$ cat config.mk
export PLATFORM = sky130hd
export DESIGN_NAME = qei_counter
export DESIGN_NICKNAME = d
export VERILOG_FILES = /design/src/rtl/qei_counter.sv
export SDC_FILE = /design/constraint.sdc
export NUM_CORES = 1
export LEC_CHECK = 0
export BUFFER_PORTS_ARGS = -buffer_cell sky130_fd_sc_hd__buf_2
export CAP_MARGIN = 5
export CORE_UTILIZATION = 45
export DETAILED_ROUTE_END_ITERATION = 10
export PLACE_DENSITY = 0.66
export SLEW_MARGIN = 5
export SYNTH_ARGS = -nofsm -noshare
export SYNTH_HDL_FRONTEND = slang
export SYNTH_SLANG_ARGS = --single-unit
$ cat constraint.sdc
create_clock -name clk -period 4.5 [get_ports clk]
set_clock_uncertainty 0.1 [all_clocks]
set_input_delay 0.45 -clock clk [delete_from_list [all_inputs] [get_ports clk]]
set_output_delay 0.45 -clock clk [all_outputs]
set_load 0.02 [all_outputs]
$ cat src/rtl/qei_counter.sv
module qei_counter #(
  parameter int POS_W = 32,
  parameter int IDX_W = 32,
  parameter int VEL_W = 32,
  parameter int TMR_W = 32
) (
  input  logic             clk,
  input  logic             rst_n,
  input  logic             pha,
  input  logic             phb,
  input  logic             idx,
  input  logic             cfg_clkdir,
  input  logic             cfg_x4,
  input  logic             cfg_dir_inv,
  input  logic             cfg_idx_inv,
  input  logic [TMR_W-1:0] vel_reload,
  input  logic             cmd_pos_clr,
  input  logic             cmd_pos_clr_on_idx,
  input  logic             cmd_vel_clr,
  input  logic             cmd_idx_clr,
  output logic             dir,
  output logic [POS_W-1:0] position,
  output logic [IDX_W-1:0] idx_count,
  output logic [VEL_W-1:0] vel_capture,
  output logic [3:0]       cmd_pending
);

  logic primed, a_q, b_q, idx_q;
  logic pend_pos, pend_arm, pend_vel, pend_idx;
  logic [VEL_W-1:0] vel_cnt;
  logic [TMR_W-1:0] tmr;

  wire a_chg     = pha ^ a_q;
  wire b_chg     = phb ^ b_q;
  wire quad_step = cfg_x4 ? (a_chg ^ b_chg) : (a_chg & ~b_chg);
  wire raw_step  = cfg_clkdir ? b_chg : quad_step;
  wire raw_fwd   = cfg_clkdir ? pha : (pha ^ b_q);
  wire step      = primed & raw_step;
  wire eff_fwd   = raw_fwd ^ cfg_dir_inv;
  wire idx_rise  = primed & (idx ^ cfg_idx_inv) & ~(idx_q ^ cfg_idx_inv);
  wire pos_clr   = pend_pos | (pend_arm & idx_rise);
  wire tmr_done  = (tmr == '0);

  assign cmd_pending = {pend_idx, pend_vel, pend_arm, pend_pos};

  // input history
  always_ff @(posedge clk or negedge rst_n)
    if (!rst_n) begin
      primed <= 1'b0;
      a_q    <= 1'b0;
      b_q    <= 1'b0;
      idx_q  <= 1'b0;
    end else begin
      primed <= 1'b1;
      a_q    <= pha;
      b_q    <= phb;
      idx_q  <= idx;
    end

  // self-clearing commands
  always_ff @(posedge clk or negedge rst_n)
    if (!rst_n) begin
      pend_pos <= 1'b0;
      pend_arm <= 1'b0;
      pend_vel <= 1'b0;
      pend_idx <= 1'b0;
    end else begin
      pend_pos <= cmd_pos_clr;
      pend_arm <= cmd_pos_clr_on_idx | (pend_arm & ~idx_rise);
      pend_vel <= cmd_vel_clr;
      pend_idx <= cmd_idx_clr;
    end

  // position and direction
  always_ff @(posedge clk or negedge rst_n)
    if (!rst_n) begin
      position <= '0;
      dir      <= 1'b0;
    end else begin
      if (step) dir <= eff_fwd;
      if (pos_clr)
        position <= '0;
      else if (step)
        position <= eff_fwd ? position + POS_W'(1) : position - POS_W'(1);
    end

  // index counter
  always_ff @(posedge clk or negedge rst_n)
    if (!rst_n)
      idx_count <= '0;
    else if (pend_idx)
      idx_count <= '0;
    else if (idx_rise)
      idx_count <= idx_count + IDX_W'(1);

  // velocity window
  always_ff @(posedge clk or negedge rst_n)
    if (!rst_n) begin
      vel_cnt     <= '0;
      vel_capture <= '0;
      tmr         <= '0;
    end else if (pend_vel) begin
      vel_cnt <= '0;
      tmr     <= vel_reload;
    end else if (tmr_done) begin
      vel_capture <= vel_cnt + VEL_W'(step);
      vel_cnt     <= '0;
      tmr         <= vel_reload;
    end else begin
      tmr     <= tmr - TMR_W'(1);
      vel_cnt <= vel_cnt + VEL_W'(step);
    end

  AST_POS_UNIT_STEP: assert property (@(posedge clk) disable iff (!rst_n)
    !pos_clr |=> (position == $past(position) || position == $past(position) + POS_W'(1)
                  || position == $past(position) - POS_W'(1)));
  AST_DOUBLE_NO_COUNT: assert property (@(posedge clk) disable iff (!rst_n)
    (primed && !cfg_clkdir && a_chg && b_chg && !pos_clr) |=> $stable(position));
  AST_POS_CLR_DONE: assert property (@(posedge clk) disable iff (!rst_n)
    pend_pos |=> position == '0);
  AST_ARM_FIRES: assert property (@(posedge clk) disable iff (!rst_n)
    (pend_arm && idx_rise && !cmd_pos_clr_on_idx) |=> (position == '0 && !pend_arm));
  AST_IDX_INC: assert property (@(posedge clk) disable iff (!rst_n)
    (idx_rise && !pend_idx) |=> idx_count == $past(idx_count) + IDX_W'(1));
  AST_IDX_CLR: assert property (@(posedge clk) disable iff (!rst_n)
    pend_idx |=> idx_count == '0);
  AST_VEL_WINDOW: assert property (@(posedge clk) disable iff (!rst_n)
    (tmr_done && !pend_vel) |=> (vel_cnt == '0 && tmr == $past(vel_reload)));
  AST_VEL_CLR: assert property (@(posedge clk) disable iff (!rst_n)
    pend_vel |=> (vel_cnt == '0 && !pend_vel || cmd_vel_clr));

endmodule

== Word level (Yosys, flattened, before mapping) ==
Cells that the tools add are included.
Widths: inputs -> output; s select.
Operators by class
  mux-type cells: 12
  reduce and logical (&&, ||, !) cells: 4
  bitwise logic cells: 19
  $add $sub $neg: 5
Operators by type and width (number)
  $mux 32: 9
  $add 32x1->32 const B: 2
  $sub 32x1->32 const B: 2
  $add 32x1->32: 1
  $logic_not 32->1: 1
  $xor 1x1->1: 7
  $and 1x1->1: 6
  $not 1->1: 4
  $reduce_bool 2->1: 2
  $mux 1: 3
  $or 1x1->1: 2
  $reduce_and 2->1: 1
Word-level totals
  output and inout bits: 101
  register bits: 169
  input port bits: 45
  word-level logic and storage cells: 54

== Depth between registers and ports, before layout ==
Gate-level depths: netlist of run 1.
  depth in word-level cells: 9
  depth in mapped cells: 16
  gate-level depth less buffers: 15

== Worst setup path after synthesis of run 1 ==
No wires, ideal clock.
  path kind: in2reg
  from: in phb
  to: reg vel_capture[30]
  buffers on the path: 1
  library setup time: 0.129 ns
  slack: 0.793 ns
  required time: 4.271 ns
  arrival: 3.478 ns
  stages: 16
  path through: xnor2_1 > ha_1 > inv_1 > mux2i_1 > o22a_1 > clkinv_1 > clkbuf_1 > ha_1 > ha_1 > nand2_1 > or3_1 > nor3_1 > nand2_1 > o21a_1 > nor3_1 > a21oi_1
Between the ends
  longest elaborated chain between the ends: 7
  elaborated cells between the ends (all ways): 8
  those cells by class: 1 x add/sub; 2 x mux; 5 x bitwise
Ends and longest elaborated chain
  start, declared: line 10  | input logic phb,
  $xor 1x1->1 (*): line 34  | wire b_chg = phb ^ b_q;
  $not 1->1: line 35  | wire quad_step = cfg_x4 ? (a_chg ^ b_chg) : (a_chg & ~b_chg);
  $and 1x1->1: line 35
  $mux 1: line 35
  $mux 1 (*): line 36  | wire raw_step = cfg_clkdir ? b_chg : quad_step;
  $and 1x1->1 (*): line 38  | wire step = primed & raw_step;
  via step: line 38
  $add 32x1->32 (*): line 106  | vel_capture <= vel_cnt + VEL_W'(step);
  end signal, assigned: line 106
  end, declared: line 24  | output logic [VEL_W-1:0] vel_capture,
The timed path passes the listed nets; every way through them passes the cells marked *.
A chain may end at the register's enable or synchronous reset.

== Worst setup path in the final report of run 1 ==
  from: reg tmr[8]
  to: reg vel_capture[0]
Between the ends
  longest elaborated chain between the ends: 2
Ends and longest elaborated chain
  start, declared: line 31  | logic [TMR_W-1:0] tmr;
  start signal, assigned: line 104  | tmr <= vel_reload;
  start signal, assigned: line 108  | tmr <= vel_reload;
  start signal, assigned: line 110  | tmr <= tmr - TMR_W'(1);
  $logic_not 32->1: line 42  | wire tmr_done = (tmr == '0);
  $reduce_and 2->1 (no source line)
Every way passes these cells.

==> impl_results.md, run 1 <==
* Status: finished, violations left
* Failing checks: DRC
* Syn Area/Cell at 8.926 um2
* Die Area at 20,360 um2
* Drt total wl at ~21 mm
* # Max-Cap Violations at 0
* DP Worst Slack at 0.9912 ns
* Synthesized cell area at 8909 um2
* Number of remaining DRC errors at 2
* HPWL Detailed at around 14 mm
* Min-delay worst type: primary input to asynchronous set/reset pin
* Relative slew slack at 37.06%
* Crit-path slowest cell: or4_2
* Post-CTS setup buffers at 0
* Pwr dens at 368.7 nW/um2
* Wire length per cell at roughly 15 um
* Static leakage at between 4 and 5 nW
* I/O Buffers at 145
* FF-to-FF setup slack at roughly 1.1 ns
* # clock sinks at 169
* Worst vdd ir at 0.2590 mV
* First-pass GRT wire length at between 30 and 40 mm
* Via count at 7,493
* Non-Filler Instances at 1,389
* Clock Path Buffers at 2
* Slew Limit Fails at 0
* Critical-path cell list: or4_1, or3_1, nand2b_1, or4_2, mux2_2
* Setup_tns at 0 ns
* Worst Path Max Fanout at 62
* TritonCTS clock tree: yes
* Min Tclk post-route at 3.416 ns
* Largest net degree at the start of global routing at 102
* Final worst slack at 1.084 ns
* Hold_ws at ~0.00075 ns
* GP Congestion at ~0.85
* Ys async rst share at 100.0%
* Startpoint types: flip-flop
* Worst Reg2Reg Path Length in Cells at 5
* Setup violations, final at 0
* Synth Register Bits at 169
* Syn Inst Count at 998
* Worst-Skew Late Latency at 0.43 ns
* Vias in the first global route at around 7,000
* Final ANT Viol Nets at 0
* FP Rows at 51
* RSZ-0062 raised after global routing: no
* Height of the die at 142.7 um
* Top-count cell post-synth: dfrtp_1
* CP peak stage delay at 1.12 ns
* Synth cell types at 60
* Fmax achieved at 0.2928 GHz
* Initial antenna violation count at 0
* Clock transition at the registers of the reported paths at 0.08 ns
* Critical Path RT at 4.70 ns
* Synthesis Warnings at 0
* First DRT Iteration DRCs at ~400
* Share of cells above drive strength 1 at 18.24%
* Total CTS buffers at 17
* Pre-antenna DRT Iters at 8
* Root Buffer: clkbuf_16
* P&R area growth vs syn at 16.32%
* Post-CTS Resized at 0
* Seq/Total Area, Yosys at about 47%
* Ant. Diodes at 0
* Worst Max-Slew Pin Slew at roughly 0.94 ns
* Via/cell ratio at 5.395
* Buffers and inverters on the worst path at 0
* Worst setup path class: flip-flop to flip-flop
* Critical Path AT at 3.62 ns
* Cell class contributing the biggest share of worst-path delay: simple AND/OR/NAND/NOR gates
* Syn_nets at approximately 1,100
* Number of synthesized flops with an enable pin at 0
* Synth area leaders: dfrtp_1, xnor2_1, nor2_1
* Yosys top cell area share at 47.47%
* CORE AREA at 19,460 um2
* CP endpoint kind: flip-flop
* H-tree depth at 4
* Most frequently used flop master after synthesis: dfrtp_1
* Fin util at around 53%
* Grt total ovfl at 0
* Initial Util at 45.77%
* Synth cell count leaders: dfrtp_1, nor2_1, nand2_1
* Hold Fails Final Rpt at 0
* Tot GR Track Use at roughly a fifth
* Placed Cells at 1,357
* Post-cts hold buffer count at 0
* IO Pins at between 100 and 150
* Largest area contributor in the netlist: dfrtp_1
* Fillers at 1,854
* Stages on worst setup path at 5
* Nets at 1,164
* Die W at ~140 um
* Post-route clock period utilization at about three quarters
[cell families (layout without fill, tap and decap cells)]
| kind of cell | after synthesis | count (layout) | synth area share (%) |
|---|---|---|---|
| fa+ha+maj | 8 | 8 | 1.124 |
| flops | 169 | 169 | 47.47 |
| compound gates | 142 | 142 | 9.424 |
| other cells | 1 | 1 | 0.04209 |
| simple gates | 479 | 479 | 25.91 |
| mux | 13 | 13 | 1.587 |
| buf+inv | 76 | 202 | 3.539 |
| xor+xnor | 110 | 110 | 10.90 |
[sequential cells by signal (all words and copies together) (netlist names)]
name and cells:
dir 1, pend_idx 1, b_q 1, vel_cnt 32, pend_arm 1, tmr 32
position 32, primed 1, idx_count 32, a_q 1, pend_vel 1, idx_q 1
vel_capture 32, pend_pos 1
[layout by cell type, fill, tap and decap left out, types with 8 or more instances in the layout]
master     netlist  routed
clkbuf_16        0      17
nand4_1         31      31
buf_2           12     144
or3_1           15      15
nor2_1         147     147
nor3_1          34      34
xor2_1          45      45
o21ai_0         76      76
nand2_1        116     116
inv_1           12      12
or4_1           11      10
nor4_1          24      24
dfrtp_1        169     169
nand3_1         47      47
ha_1             8       8
and3_1          16      16
buf_4            4       9
a21oi_1         26      26
a31oi_1          8       8
xnor2_1         64      64
[metal layers]
metal	GRT usage (%)	share of wire, %	wire length (um)	up-vias
met1	29.38	48	9812	3596
met4	7.018	1.3	276	0
li1	-	-	-	3687
met5	0	0	0	-
met3	4.091	4.8	986	25
met2	33.54	46	9515	185
[cell type report]
class                           instances  area (um2)  area share [%]
Tap cell                              265       331.6           3.200
Clock buffer                           20       436.7           4.214
Inverter                               14       52.55          0.5071
Clock inverter                         12       107.6           1.038
Sequential cell                       169        4229           40.81
Multi-Input combinational cell        753        4365           42.13
Timing Repair Buffer                  156       839.6           8.102
[power breakdown]
part / leakage (nW) / internal [mW] / total (mW) / switching, mW
sequential: 2.12 / 1.59 / 1.71 / 0.119
clock: 0.265 / 0.726 / 1.38 / 0.652
combinational: 2.23 / 0.287 / 0.735 / 0.448
total: 4.61 / 2.60 / 3.82 / 1.22
[worst register-to-register path: stages (launching register included)]
cell and delay, ns:
dfrtp_1 0.43, or4_1 0.59, or3_1 0.41, nand2b_1 0.20, or4_2 1.12, mux2_2 0.44
[final timing paths]
path / start / end
max in group asynchronous: rst_n / position[31]$_DFFE_PN0P_
worst min-delay path: rst_n / tmr[27]$_DFF_PN0_
min in group clk: cmd_vel_clr / pend_vel$_DFF_PN0_
worst max-delay path: tmr[8]$_DFF_PN0_ / vel_capture[0]$_DFFE_PN0P_
worst min register to register: vel_capture[22]$_DFFE_PN0P_ / vel_capture[22]$_DFFE_PN0P_
worst max register to register: tmr[8]$_DFF_PN0_ / vel_capture[0]$_DFFE_PN0P_
[stage by stage]
| step | total power, mW | instance area (um2) |
|---|---|---|
| floorplan | 2.241 | 8909 |
| global route | 4.028 | 10360 |
| CTS | 3.860 | 10360 |
| global placement | 2.456 | 9818 |
| detailed placement | 2.464 | 9818 |
| finish | 3.820 | 10360 |
Note: power is estimated with default switching activity, not from simulation.
==> inputs of run 2 (changes only) <==
==> constraint.sdc (replaced) <==
create_clock -name clk -period 3.5 [get_ports clk]
set_clock_uncertainty 0.1 [all_clocks]
set_input_delay 0.35 -clock clk [delete_from_list [all_inputs] [get_ports clk]]
set_output_delay 0.35 -clock clk [all_outputs]
set_load 0.02 [all_outputs]
==> run 2 against run 1 <==
- the run now ends clean
- final area up 2.6%
- non-clock buffer count up 27
- core utilization up 1.4 points
- global-route usage up 0.27 points
- critical path depth up 8
- die area unchanged
- first-iteration DRC count up 21%
- clock power up 33%
- largest cell class unchanged
- largest power group unchanged
==> impl_results.md, run 2 (same netlist as run 1, synthesis figures left out) <==
* Nets at 1,191 (was 1,164)
* # Max-Cap Violations at 0 (unchanged)
* Startpoint types: primary input (was flip-flop)
* Status: complete, no violations (was finished, violations left)
* TritonCTS clock tree: yes (unchanged)
* Number of remaining DRC errors at 0 (was 2)
* CP peak stage delay at 0.55 ns (was 1.12 ns)
* Net Sw Frac at 31.97% (was 31.91%)
* Hold Fails Final Rpt at 0 (unchanged)
* HPWL Detailed at 14.48 mm (was 14.17 mm)
* Die Area at 20,360 um2 (unchanged)
* Via/cell ratio at 5.358 (was 5.395)
* Die W at 142.7 um (unchanged)
* Crit-path slowest cell: dlygate4sd3_1 (was or4_2)
* Initial antenna violation count at 0 (unchanged)
* Ant. Diodes at 0 (unchanged)
* DP Worst Slack at 0.2345 ns (was 0.9912 ns)
* Final worst slack at 0.1933 ns (was 1.084 ns)
* Tot GR Track Use at 21.55% (was 21.28%)
* Pre-antenna DRT Iters at 5 (was 8)
* Worst vdd ir at 0.3184 mV (was 0.2590 mV)
* Total CTS buffers at 17 (unchanged)
* Largest net degree at the start of global routing at 68 (was 102)
* P_int at 3.411 mW (was 2.601 mW)
* FP Rows at 51 (unchanged)
* H-tree depth at 4 (unchanged)
* Drt total wl at 20.91 mm (was 20.59 mm)
* First DRT Iteration DRCs at 479 (was 396)
* Setup violations, final at 0 (unchanged)
* Slew Limit Fails at 0 (unchanged)
* # clock sinks at 169 (unchanged)
* Share of cells above drive strength 1 at 20.07% (was 18.24%)
* Clock transition at the registers of the reported paths at 0.07 ns (was 0.08 ns)
* Clock Power Share at 36.5% (was 36.1%)
* Critical Path AT at 3.55 ns (was 3.62 ns)
* Worst-Skew Late Latency at 0.43 ns (about the same)
* Fmax achieved at roughly 0.30 GHz
* Most common cell after layout, fill and taps aside: dfrtp_1 (unchanged)
* Vias in the first global route at 7,068 (was 6,994)
* Most frequent cells in the layout: dfrtp_1, nor2_1, buf_2, nand2_1, o21ai_0 (unchanged)
* Switch Pwr at 1.603 mW (was 1.219 mW)
* First-pass GRT wire length at 34.96 mm (was 34.59 mm)
* Fin util at 54.64% (was 53.24%)
* Final ANT Viol Nets at 0 (unchanged)
* Via count at 7,587 (was 7,493)
* GP Congestion at 0.8720 (was 0.8503)
* Critical Path RT at 3.75 ns (was 4.70 ns)
* Worst Max-Slew Pin Slew at 0.7002 ns (was 0.9354 ns)
* IO Pins at 146 (unchanged)
* Worst Path Max Fanout at 7 (was 62)
* Grt total ovfl at 0 (unchanged)
* Relative slew slack at 53.15% (was 37.06%)
* Combinational share of power at 20.1% (was 19.2%)
* Clock Path Buffers at 2 (unchanged)
* Sequential power share at 43.4% (was 44.7%)
* Wire length per cell at 14.77 um (was 14.82 um)
* Root Buffer: clkbuf_16 (unchanged)
* CP endpoint kind: flip-flop (unchanged)
* I/O Buffers at 145 (unchanged)
* Static leakage at 4.780 nW (was 4.608 nW)
* Worst setup path class: primary input to flip-flop (was flip-flop to flip-flop)
* Min-delay worst type: primary input to flip-flop (was primary input to asynchronous set/reset pin)
* Height of the die at 142.7 um (unchanged)
* Min Tclk post-route at 3.307 ns
* P&R area growth vs syn at 19.38% (was 16.32%)
* Critical-path cell list: dlygate4sd3_1, buf_2, xnor2_1, xnor2_2, xnor2_1, ha_1, nor2_1, and3_1, a21oi_1, o211ai_1, o21ai_0, o311a_1, o211ai_1 (was or4_1, or3_1, nand2b_1, or4_2, mux2_2)
* CORE AREA at 19,460 um2 (unchanged)
* Initial Util at 45.77% (unchanged)
* Post-route clock period utilization at 94.48%
* Pwr dens at 471.5 nW/um2 (was 368.7 nW/um2)
-- run 2: changes by cell type in the layout (fill, tap and decap cells not counted), moves of 2 or more --
| cell | delta |
|---|---|
| buf_4 | +18 |
| clkbuf_1 | -2 |
| clkinv_4 | -4 |
| dlygate4sd3_1 | +8 |
| inv_6 | +3 |
| nor3_1 | -2 |
-- run 2: what timing repair did --
action / in CTS / in global routing
endpoints found under the hold margin: 72 / 0
endpoints found under the setup margin: 0 / 8
setup buffers: 0 / 2
hold buffers: 8 / 0
resized for setup: 0 / 7
-- run 2: area by class of cell --
cell class | count | area, um2
Clock buffer | 19 | 442.9
Clock inverter | 13 | 123.9
Fill cell | 1823 | 8827
Inverter | 14 | 52.55
Multi-Input combinational cell | 753 | 4389
Sequential cell | 169 | 4229
Tap cell | 265 | 331.6
Timing Repair Buffer | 183 | 1066
-- run 2: critical path: cells and delay by family --
| family | cells | cell delay, ns |
|---|---|---|
| xor gates and xnor gates | 3 | 0.55 |
| and+or+nand+nor | 2 | 0.42 |
| adders and majority gates | 1 | 0.27 |
| AOI/OAI and AO/OA | 5 | 1.25 |
| buffers and inverters | 2 | 0.70 |
-- run 2: stage by stage --
stage                     power (mW)     TNS, ns  instances  instance area (um2)  hold WS (ns)
after floorplan                2.881           0        998                 8914      -0.04559
after CTS                      5.059           0       1414                10600      0.002790
after detailed placement       3.204           0       1374                 9951        0.2949
after global placement         3.192           0       1374                 9951        0.2915
final                          5.014           0       1416                10640       0.01994
after global routing           5.267  -0.0001315       1416                10640      0.008104
-- run 2: worst paths after layout --
path	from	to	slack, ns	cells after the start
min reg2reg	vel_capture[18]$_DFFE_PN0P_	vel_capture[18]$_DFFE_PN0P_	0.37	2
max	pha	position[30]$_DFFE_PN0P_	0.19	13
min in group asynchronous	rst_n	tmr[26]$_DFF_PN0_	0.37	2
max reg2reg	tmr[8]$_DFF_PN0_	vel_capture[30]$_DFFE_PN0P_	0.39	7
max in group asynchronous	rst_n	idx_count[31]$_DFFE_PN0P_	1.95	3
min	vel_reload[20]	tmr[20]$_DFF_PN0_	0.02	3
-- run 2: power by group through the flow --
stage | sequential, mW | combinational [mW] | clock (mW)
after floorplan | 2.21 | 0.670 | 0
after global placement | 2.21 | 0.984 | 0
after detailed placement | 2.21 | 0.995 | 0
after CTS | 2.17 | 1.01 | 1.88
after global routing | 2.19 | 1.12 | 1.96
final | 2.17 | 1.01 | 1.83
-- run 2: metal layers --
metal	vias up	wire, um	global-route usage (%)
met5	-	0	0
met2	190	9685	33.69
met3	17	945	4.125
met4	0	273	6.961
met1	3633	10010	30.03
li1	3747	-	-
